### src/rtl/bwc_pkg.sv
// Shared types for the bandwidth search calibrator.
// Assumes: none beyond a single clock domain.
package bwc_pkg;

    typedef enum logic [2:0] {
        ST_IDLE,
        ST_REF_TONE,
        ST_REF_WAIT,
        ST_SRCH_TONE,
        ST_SRCH_WAIT
    } cal_state_t;

endpackage

### src/rtl/bwc_settle_timer.sv
// Settle timer: loaded with a count, it counts down to zero and then
// reports ready. Assumes load and countdown never need to run at once.
module bwc_settle_timer #(
    parameter int SW = 8
) (
    input  logic          clk,
    input  logic          rst_n,
    input  logic          load,
    input  logic [SW-1:0] load_val,
    output logic          ready
);

    logic [SW-1:0] cnt;

    // Countdown register: load on request, otherwise step toward zero.
    always_ff @(posedge clk) begin
        if (!rst_n) begin
            cnt <= '0;
        end else if (load) begin
            cnt <= load_val;
        end else if (cnt != '0) begin
            cnt <= cnt - SW'(1);
        end
    end

    assign ready = (cnt == '0);

    // once ready, only a new load can drop readiness.
    a_r8_ready_sticky: assert property (@(posedge clk) disable iff (!rst_n)
        (ready && !load) |=> ready);

    // a nonzero load always withdraws readiness on the next cycle.
    a_r8_load_blocks: assert property (@(posedge clk) disable iff (!rst_n)
        (load && load_val != '0) |=> !ready);

endmodule

### src/rtl/bwc_ctrl_word.sv
// Control word register: loads the start value of the chosen field, or
// steps down by one. Assumes dec is never asserted at zero.
module bwc_ctrl_word #(
    parameter int LO_W     = 11,
    parameter int HI_W     = 8,
    parameter int LO_START = 'h0FF,
    parameter int HI_START = 'h7FF
) (
    input  logic                     clk,
    input  logic                     rst_n,
    input  logic                     load,
    input  logic                     sel_hi,
    input  logic                     dec,
    output logic [((LO_W > HI_W) ? LO_W : HI_W)-1:0] word
);

    localparam int CW = (LO_W > HI_W) ? LO_W : HI_W;
    localparam logic [LO_W-1:0] LO_INIT = LO_W'(LO_START);
    localparam logic [HI_W-1:0] HI_INIT = HI_W'(HI_START);

    logic [CW-1:0] lo_ext;
    logic [CW-1:0] hi_ext;

    // Zero-extend each field's start value to the shared word width.
    generate
        if (LO_W == CW) begin : g_lo_full
            assign lo_ext = LO_INIT;
        end else begin : g_lo_pad
            assign lo_ext = {{(CW-LO_W){1'b0}}, LO_INIT};
        end
        if (HI_W == CW) begin : g_hi_full
            assign hi_ext = HI_INIT;
        end else begin : g_hi_pad
            assign hi_ext = {{(CW-HI_W){1'b0}}, HI_INIT};
        end
    endgenerate

    // Word register: field start value on load, minus one on dec.
    always_ff @(posedge clk) begin
        if (!rst_n) begin
            word <= '0;
        end else if (load) begin
            word <= sel_hi ? hi_ext : lo_ext;
        end else if (dec) begin
            word <= word - CW'(1);
        end
    end

    // every decrement moves the word down by exactly one.
    a_r6_step_one: assert property (@(posedge clk) disable iff (!rst_n)
        (dec && !load) |=> (word == $past(word) - CW'(1)));

    // without load or decrement the word holds.
    a_r6_hold: assert property (@(posedge clk) disable iff (!rst_n)
        (!dec && !load) |=> $stable(word));

    // a high-field load never exceeds the 8-bit field.
    a_r3_hi_width: assert property (@(posedge clk) disable iff (!rst_n)
        (load && sel_hi) |=> (word <= CW'((1 << HI_W) - 1)));

endmodule

### src/rtl/bwc_result_reg.sv
// Result register: keeps the word found and the pass flag from the most
// recent completed search. Assumes capture is a single-cycle strobe.
module bwc_result_reg #(
    parameter int CW = 11
) (
    input  logic          clk,
    input  logic          rst_n,
    input  logic          capture,
    input  logic [CW-1:0] word_in,
    input  logic          ok_in,
    output logic [CW-1:0] word_out,
    output logic          ok_out
);

    // Result latch: update only on capture.
    always_ff @(posedge clk) begin
        if (!rst_n) begin
            word_out <= '0;
            ok_out   <= 1'b0;
        end else if (capture) begin
            word_out <= word_in;
            ok_out   <= ok_in;
        end
    end

    // results are held between captures.
    a_r9_result_held: assert property (@(posedge clk) disable iff (!rst_n)
        !capture |=> ($stable(word_out) && $stable(ok_out)));

endmodule

### src/rtl/bwc_search_cal.sv
// Bandwidth search calibrator top: captures a reference amplitude under a
// low tone, then steps the filter control word down from its start value
// until the measured amplitude meets the reference or the word hits zero.
// Assumes the tone source holds the tone until the next request and that
// settle_cnt is stable during a calibration.
module bwc_search_cal
    import bwc_pkg::*;
#(
    parameter int LO_W         = 11,
    parameter int HI_W         = 8,
    parameter int LO_START     = 'h0FF,
    parameter int HI_START     = 'h7FF,
    parameter int BAND_W       = 7,
    parameter int LO_BAND_MAX  = 20,
    parameter int AMP_W        = 16,
    parameter int SET_W        = 8,
    parameter int FREQ_W       = 16,
    parameter int REF_TONE_KHZ = 100,
    parameter int HALF_KHZ     = 500
) (
    input  logic              clk,
    input  logic              rst_n,
    input  logic              start,
    input  logic [BAND_W-1:0] band_mhz,
    input  logic [SET_W-1:0]  settle_cnt,
    output logic              tone_req,
    output logic [FREQ_W-1:0] tone_khz,
    input  logic              tone_ack,
    input  logic [AMP_W-1:0]  amp,
    input  logic              amp_valid,
    output logic [((LO_W > HI_W) ? LO_W : HI_W)-1:0] ctrl_word,
    output logic              ctrl_field,
    output logic              busy,
    output logic              done,
    output logic [((LO_W > HI_W) ? LO_W : HI_W)-1:0] result_word,
    output logic              result_ok
);

    localparam int CW = (LO_W > HI_W) ? LO_W : HI_W;
    localparam logic [BAND_W-1:0] BAND_LIM = BAND_W'(LO_BAND_MAX);
    localparam logic [FREQ_W-1:0] REF_KHZ  = FREQ_W'(REF_TONE_KHZ);

    cal_state_t        state;
    logic [AMP_W-1:0]  ref_amp;
    logic [BAND_W-1:0] band_lat;
    logic              sel_hi;
    logic [FREQ_W-1:0] tone_q;
    logic              done_q;

    logic timer_ready;
    logic timer_load;
    logic accept;
    logic tone_phase;
    logic word_load;
    logic word_dec;
    logic below_ref;
    logic finish;

    // Step decode: which events move the timer, the word and the result.
    always_comb begin
        tone_phase = (state == ST_REF_TONE) || (state == ST_SRCH_TONE);
        accept     = amp_valid && timer_ready;
        below_ref  = (amp < ref_amp);
        word_load  = (state == ST_REF_WAIT) && accept;
        word_dec   = (state == ST_SRCH_WAIT) && accept && below_ref &&
                     (ctrl_word != '0);
        finish     = (state == ST_SRCH_WAIT) && accept && !word_dec;
        timer_load = (tone_phase && tone_ack) || word_dec;
    end

    // Sequencer: reference phase, then search phase, then back to idle.
    always_ff @(posedge clk) begin
        if (!rst_n) begin
            state    <= ST_IDLE;
            ref_amp  <= '0;
            band_lat <= '0;
            sel_hi   <= 1'b0;
            tone_q   <= '0;
            done_q   <= 1'b0;
        end else begin
            done_q <= 1'b0;
            unique case (state)
                ST_IDLE: begin
                    if (start) begin
                        state    <= ST_REF_TONE;
                        band_lat <= band_mhz;
                        sel_hi   <= (band_mhz > BAND_LIM);
                        tone_q   <= REF_KHZ;
                    end
                end
                ST_REF_TONE: begin
                    if (tone_ack) state <= ST_REF_WAIT;
                end
                ST_REF_WAIT: begin
                    if (accept) begin
                        ref_amp <= amp;
                        tone_q  <= FREQ_W'(int'(band_lat) * HALF_KHZ);
                        state   <= ST_SRCH_TONE;
                    end
                end
                ST_SRCH_TONE: begin
                    if (tone_ack) state <= ST_SRCH_WAIT;
                end
                ST_SRCH_WAIT: begin
                    if (finish) begin
                        done_q <= 1'b1;
                        state  <= ST_IDLE;
                    end
                end
                default: state <= ST_IDLE;
            endcase
        end
    end

    bwc_settle_timer #(
        .SW(SET_W)
    ) u_timer (
        .clk      (clk),
        .rst_n    (rst_n),
        .load     (timer_load),
        .load_val (settle_cnt),
        .ready    (timer_ready)
    );

    bwc_ctrl_word #(
        .LO_W     (LO_W),
        .HI_W     (HI_W),
        .LO_START (LO_START),
        .HI_START (HI_START)
    ) u_word (
        .clk    (clk),
        .rst_n  (rst_n),
        .load   (word_load),
        .sel_hi (sel_hi),
        .dec    (word_dec),
        .word   (ctrl_word)
    );

    bwc_result_reg #(
        .CW(CW)
    ) u_result (
        .clk      (clk),
        .rst_n    (rst_n),
        .capture  (finish),
        .word_in  (ctrl_word),
        .ok_in    (!below_ref),
        .word_out (result_word),
        .ok_out   (result_ok)
    );

    assign tone_req   = tone_phase;
    assign tone_khz   = tone_q;
    assign ctrl_field = sel_hi;
    assign busy       = (state != ST_IDLE);
    assign done       = done_q;

    // a tone request stays up until it is acknowledged.
    a_r2_req_hold: assert property (@(posedge clk) disable iff (!rst_n)
        (tone_req && !tone_ack) |=> tone_req);

    // done lasts a single cycle.
    a_r9_done_pulse: assert property (@(posedge clk) disable iff (!rst_n)
        done |=> !done);

    // a failed search always reports word zero.
    a_r7_fail_at_zero: assert property (@(posedge clk) disable iff (!rst_n)
        (done && !result_ok) |-> (result_word == '0));

    // a completed search leaves the found word on the control output.
    a_r5_word_matches: assert property (@(posedge clk) disable iff (!rst_n)
        done |-> (result_word == ctrl_word));

    // while settling, the word does not move and the search cannot end.
    a_r8_settle_gate: assert property (@(posedge clk) disable iff (!rst_n)
        (state == ST_SRCH_WAIT && !timer_ready) |=> ($stable(ctrl_word) && !done));

    // a start while busy leaves the reference tone request unrepeated.
    a_r10_no_restart: assert property (@(posedge clk) disable iff (!rst_n)
        (state == ST_SRCH_WAIT) |=> (state != ST_REF_TONE));

endmodule

### config.mk
export PLATFORM = sky130hd
export DESIGN_NAME = bwc_search_cal
export DESIGN_NICKNAME = d
export VERILOG_FILES = /design/src/rtl/bwc_pkg.sv /design/src/rtl/bwc_settle_timer.sv /design/src/rtl/bwc_ctrl_word.sv /design/src/rtl/bwc_result_reg.sv /design/src/rtl/bwc_search_cal.sv
export SDC_FILE = /design/constraint.sdc
export NUM_CORES = 1
export LEC_CHECK = 0
export BUFFER_PORTS_ARGS = -buffer_cell sky130_fd_sc_hd__buf_2
export CELL_PAD_IN_SITES_DETAIL_PLACEMENT = 1
export CELL_PAD_IN_SITES_GLOBAL_PLACEMENT = 2
export CORE_MARGIN = 4
export CORE_UTILIZATION = 37
export DETAILED_ROUTE_END_ITERATION = 8
export GPL_TIMING_DRIVEN = 0
export PLACE_DENSITY_LB_ADDON = 0.1
export REMOVE_ABC_BUFFERS = 1
export SLEW_MARGIN = 0
export SYNTH_ARGS = -nofsm -noshare
export SYNTH_HDL_FRONTEND = slang
export SYNTH_HIERARCHICAL = 1
export SYNTH_SLANG_ARGS = --single-unit
### constraint.sdc
create_clock -name clk -period 8.1 [get_ports clk]
set_input_delay 0.81 -clock clk [delete_from_list [all_inputs] [get_ports clk]]
set_output_delay 0.81 -clock clk [all_outputs]
set_load 0.02 [all_outputs]
# ---- Word-level counts from Yosys, hierarchy flattened
# Index checks and enable logic that the tools add are counted.
dict set report op_classes {
  bitwise 1
  mul 1
  muxes 14
  add_sub_neg 2
  eq_ne 9
  reduce_logical 25
  n_lt_le_gt_ge 2
}
# cell count
set ops {}
lappend ops {{2-to-1 mux 16 bit} 2}
lappend ops {{2-to-1 mux 8 bit} 4}
lappend ops {{case mux 16 bit (2 select lines)} 1}
lappend ops {{less-than comparator 16 bit} 1}
lappend ops {{2-to-1 mux 3 bit} 5}
lappend ops {{case mux 3 bit (5 select lines)} 1}
lappend ops {{multiplier 7 x 7 -> 14 bit (second input constant)} 1}
lappend ops {{nonzero test 11 bit} 1}
lappend ops {{subtractor 11 x 1 -> 11 bit (second input constant)} 1}
lappend ops {{inequality test 2 bit (second input constant)} 5}
lappend ops {{logical NOT 8 bit} 1}
lappend ops {{nonzero test 8 bit} 1}
lappend ops {{subtractor 8 x 1 -> 8 bit (second input constant)} 1}
lappend ops {{greater-than comparator 7 x 5 -> 1 bit (second input constant)} 1}
lappend ops {{logical AND 1 bit} 7}
lappend ops {{== test 3 x 2 -> 1 bit (second input constant)} 2}
lappend ops {{AND reduction 2 bit} 3}
lappend ops {{nonzero test 2 bit} 3}
lappend ops {{AND reduction 5 bit} 1}
lappend ops {{== test 3 x 1 -> 1 bit (second input constant)} 1}
lappend ops {{== test 3 bit (second input constant)} 1}
lappend ops {{logical NOT 3 bit} 1}
lappend ops {{AND reduction 3 bit} 1}
lappend ops {{nonzero test 3 bit} 1}
lappend ops {{other kinds (5)} 7}
dict set report word_totals {
  reg_bits 75
  inputBits 36
  word_cells 65
}

# ---- Logic depth before layout (Yosys ltp)
dict set report depth {
  word_depth 9
  depth_mapped 13
}

# ---- Modules after synthesis
# Netlist, hierarchy kept.
# mod cells_each area_each_um2 n_inst
set by_module_without_submodules {}
lappend by_module_without_submodules {bwc_search_cal 369 3170.5 1}
lappend by_module_without_submodules {bwc_ctrl_word 59 555.5 1}
lappend by_module_without_submodules {bwc_settle_timer 51 457.9 1}
lappend by_module_without_submodules {bwc_result_reg 38 450.4 1}

# ---- Worst setup path after synthesis
# No wires, ideal clock.
dict set report synth_path {
  path_type {reg-to-reg}
  start {register band_lat[2]}
  end {register tone_q[14] (netlist: tone_khz[14])}
  arrival_ns 3.790
  t_required_ns 7.983
  slack_ns 4.192
  stages_incl_launch_ff 14
  synth_period_minus_slack_ns 3.908
  path_cell_list {dfxtp_1 -> fa_1 -> fa_1 -> inv_1 -> fa_1 -> fa_1 -> inv_1 -> ha_1 -> nand3_1 -> nand2_1 -> o21ai_1 -> a21oi_1 -> or3_1 -> a32o_1}
}
dict set report synth_via {
  elab_chain_len 3
}
# item line
set synth_rtl {}
lappend synth_rtl {{start: declaration} bwc_search_cal.sv:45} ;# logic [BAND_W-1:0] band_lat;
lappend synth_rtl {{start signal: assignment} bwc_search_cal.sv:86} ;# band_lat <= band_mhz;
lappend synth_rtl {{multiplier 7 x 7 -> 14 bit} bwc_search_cal.sv:97} ;# tone_q <= FREQ_W'(int'(band_lat) * HALF_KHZ);
lappend synth_rtl {{2-to-1 mux 16 bit} bwc_search_cal.sv:95} ;# if (accept) begin
lappend synth_rtl {{case mux 16 bit (2 select lines)} bwc_search_cal.sv:82} ;# unique case (state)
lappend synth_rtl {{end signal: assignment} bwc_search_cal.sv:97}
lappend synth_rtl {{end: declaration} bwc_search_cal.sv:47} ;# logic [FREQ_W-1:0] tone_q;
# Every way passes these cells. The select of a mux whose other input is x is not followed.
# A chain may end at the register's enable or synchronous reset.

# ---- Worst setup path in the final report
# Same ends and word-level chain as after synthesis.

==> flow_summary.toml <==
[synth]
synth_cell_types = 67
synthArstFlopShare_pct = 0
avgSynthCellArea_um2 = 8.964
synth_cells = 517
synthMuxAreaShare_pct = 3.267
synth_enable_flop_cells = 0
yosys_warnings = 6
yosys.area.top_type_share_pct = 31.53
synthAdderAreaFrac_pct = 21.54
synth-seq-cells = 73
synth-simple-area-share_pct = 19.33
synth.yosys.seq_area_share_pct = 31.53
synth_top_family_by_area = "adder cells"
synth_compound_area_share_pct = 14.93
ys.flop_type = "dfxtp_1"
yosysTopAreaCell = "dfxtp_1"
netlist_top_cells_area = "dfxtp_1 (32%), ha_1 (14%), fa_1 (7.8%)"
synth_xor_area_share_pct = 3.024
netlist_area_um2 = 4634

[worst_setup_path]
cp-startpoint = "band_lat[2]$_SDFFE_PN0P_"
worst_setup_path_start_kind = "flip-flop"
slowest_delay_ps = 540
reg2reg_from = "band_lat[2]$_SDFFE_PN0P_"
crit_required_ps = 8330
crit_chain = "fa_1 -> fa_1 -> inv_1 -> fa_1 -> fa_1 -> inv_1 -> ha_1 -> a21oi_1 -> nand2_1 -> o21ai_1 -> a21oi_1 -> or3_1 -> a32o_1"
critPathKind = "flip-flop to flip-flop"
end_kind = "flip-flop"
worstPathMaxFanout = 7
critical_path.top_delay_family = "adder cells"
critPathBufInv = 2
timing.critical_path.mode_cell = "fa_1"
cp_slowest_cell = "fa_1"
arrival_ps = 4460

[place]
post-dp-hpwl_mm = 8.375
place_congestion = 0.7843
io_buffers = 76

[clock_tree]
cts_resized = 0
clock_path_buffers = 2
cts_sinks = 73
clk-insertion-delay-late_ps = 340
postCtsHoldBufs = 0
cts_tree = "built"
postCtsSetupBuffers = 0
root_buffer = "clkbuf_16"
htree_num_levels = 3
cts-buffers-inserted = 9
clkTransAtPathRegs_ps = 60

[final_layout]
fin_nets = 691
diodes = 0
layout-drive-gt1-share_pct = 18.47
nFillCells = 1492
syn2layout_area_growth_pct = 16.50

[global_route]
overflow = 0
use_met2_pct = 27.12
top_usage_layer = "met2"
use_met3_pct = 3.393
grt_max_degree = 39
antenna_found_initial = 0
met1_usage_pct = 20.65
grt_pass1_vias = 3967
grt.total_usage_pct = 16.23
grt_first_pass_wirelength_mm = 18.92

[timing]
tightest_slew_ps = 1248
fin_crit_ps = 4235
report.final.slew_viol_count = 0
grt_setup_unrepaired = "false"
holdWs_ps = 453.2
setup_tns_ps = 0
hold_viol = 0
fin_worst_skew_ps = 4.706
post-route-period-util_pct = 52.28
max_clock_freq_ghz = 0.2361
slew_headroom_pct = 16.68
setup_viol = 0

[power_and_ir_drop]
clkPwrFrac_pct = 33.6
intPower_w = 0.0007309
seqPwrFrac_pct = 37.8
switching_share_pct = 33.01
p_per_area_nw_per_um2 = 202.1
vdd_drop_max_mv = 0.08603
p_leak_nw = 2.360
p_switching_w = 0.0003601
power_frac_comb_pct = 28.6

[detailed_routing]
drc = 0
dr_total_vias = 3834
first_pass_iters = 4
wl_mm = 11.13
initialDrtViolationCount = 76
antenna_left = 0
post_drt_wl_per_cell_um = 14.68
viasPerCell = 5.058

[floorplanning]
die_y_um = 119.9
chipWidth_um = 119.9
rows = 40
initial_core_util_pct = 38.26
ios = 79
coreArea_um2 = 12110
dieArea_um2 = 14380

[hold_path]
hp-class = "flip-flop to flip-flop"
hold_start = "ref_amp[5]$_SDFFE_PN0P_"

[run_status]
status = "finished clean"

[job]
cap_violations = 0
[power by group through the flow]
stage / Clock [W] / Sequential [W] / Combinational [W]
3_3_place_gp: 0 / 0.000420 / 0.000307
4_1_cts: 0.000379 / 0.000413 / 0.000319
3_5_place_dp: 0 / 0.000421 / 0.000317
6_report: 0.000366 / 0.000413 / 0.000312
2_1_floorplan: 0 / 0.000419 / 0.000232
5_1_grt: 0.000394 / 0.000417 / 0.000359
[Yosys cell counts, types with 6 or more instances]
master,number
a21oi_1,43
clkbuf_1,13
dfxtp_1,73
fa_1,18
ha_1,51
inv_1,52
mux2i_1,14
nand2_1,65
nand3_1,13
nor2_1,22
nor2b_1,18
nor3_1,17
o21a_1,7
o21ai_0,12
o31ai_1,6
xnor2_1,10
xor2_1,6
[registers in the layout, indices dropped and copies added, names as in the netlist]
name,count
ref_amp,16
tone_khz,14
u_result/word_out,11
u_word/word,11
u_timer/cnt,8
band_lat,7
state,3
ctrl_field,1
done,1
u_result/ok_out,1
[worst min-delay path, stage by stage (launching register included)]
cell and delay [ps]:
dfxtp_1 310, nand2_1 50, a21oi_1 50
[through the flow]
stage	power [W]	utilization, %	std cells	worst slack (ps)	area (um^2)
detailed placement	0.0007382	42.38	743	3845	5132
CTS	0.001111	44.56	758	3821	5396
global placement	0.0007263	42.38	743	3898	5132
floorplan	0.0006515	-	499	4192	4542
global route	0.001170	44.58	758	3596	5399
finish	0.001091	44.58	758	3865	5399
[cell type report]
type                            instances  area, um^2  area share (%)
Clock buffer                           12       246.5           4.565
Clock inverter                          3       17.52          0.3244
Inverter                               52       195.2           3.615
Multi-Input combinational cell        374        2888           53.49
Sequential cell                        73        1461           27.07
Tap cell                              168       210.2           3.893
Timing Repair Buffer                   76       380.4           7.045
[routing by layer]
layer | up-vias | routed length, um
li1 | 1922 | -
met1 | 1837 | 5225
met2 | 61 | 5289
met3 | 14 | 454
met4 | 0 | 155
met5 | - | 0
[cell families after synthesis]
group                    after synthesis
flip-flops                            73
adder cells (fa/ha/maj)               69
other                                  1
buffers and inverters                 71
multiplexers                          15
AND/OR/NAND/NOR                      172
AO/OA/AOI/OAI                        100
XOR/XNOR                              16
[cell usage in the layout, fill, tap and decap left out, drive strengths merged, types with 4 or more instances in the layout]
master / count
nand2: 65
o31a: 5
fa: 18
clkbuf: 12
nand4: 4
nand3: 13
or3: 5
nor4: 5
xor2: 6
o21a: 7
mux2i: 14
nor2: 23
inv: 52
o31ai: 6
a21oi: 43
ha: 51
nor3: 17
dfxtp: 73
nor2b: 18
or4: 4
buf: 76
xnor2: 10
o21ai: 14
[final timing paths]
path,end,cells past startpoint,slack (ps)
setup reg to reg,tone_khz[14]$_SDFFE_PN0P_,13,3870
hold reg to reg,ref_amp[5]$_SDFFE_PN0P_,2,450
hold / removal,ref_amp[5]$_SDFFE_PN0P_,2,450
setup / recovery,tone_khz[14]$_SDFFE_PN0P_,13,3870
(Power assumes the default switching activity.)
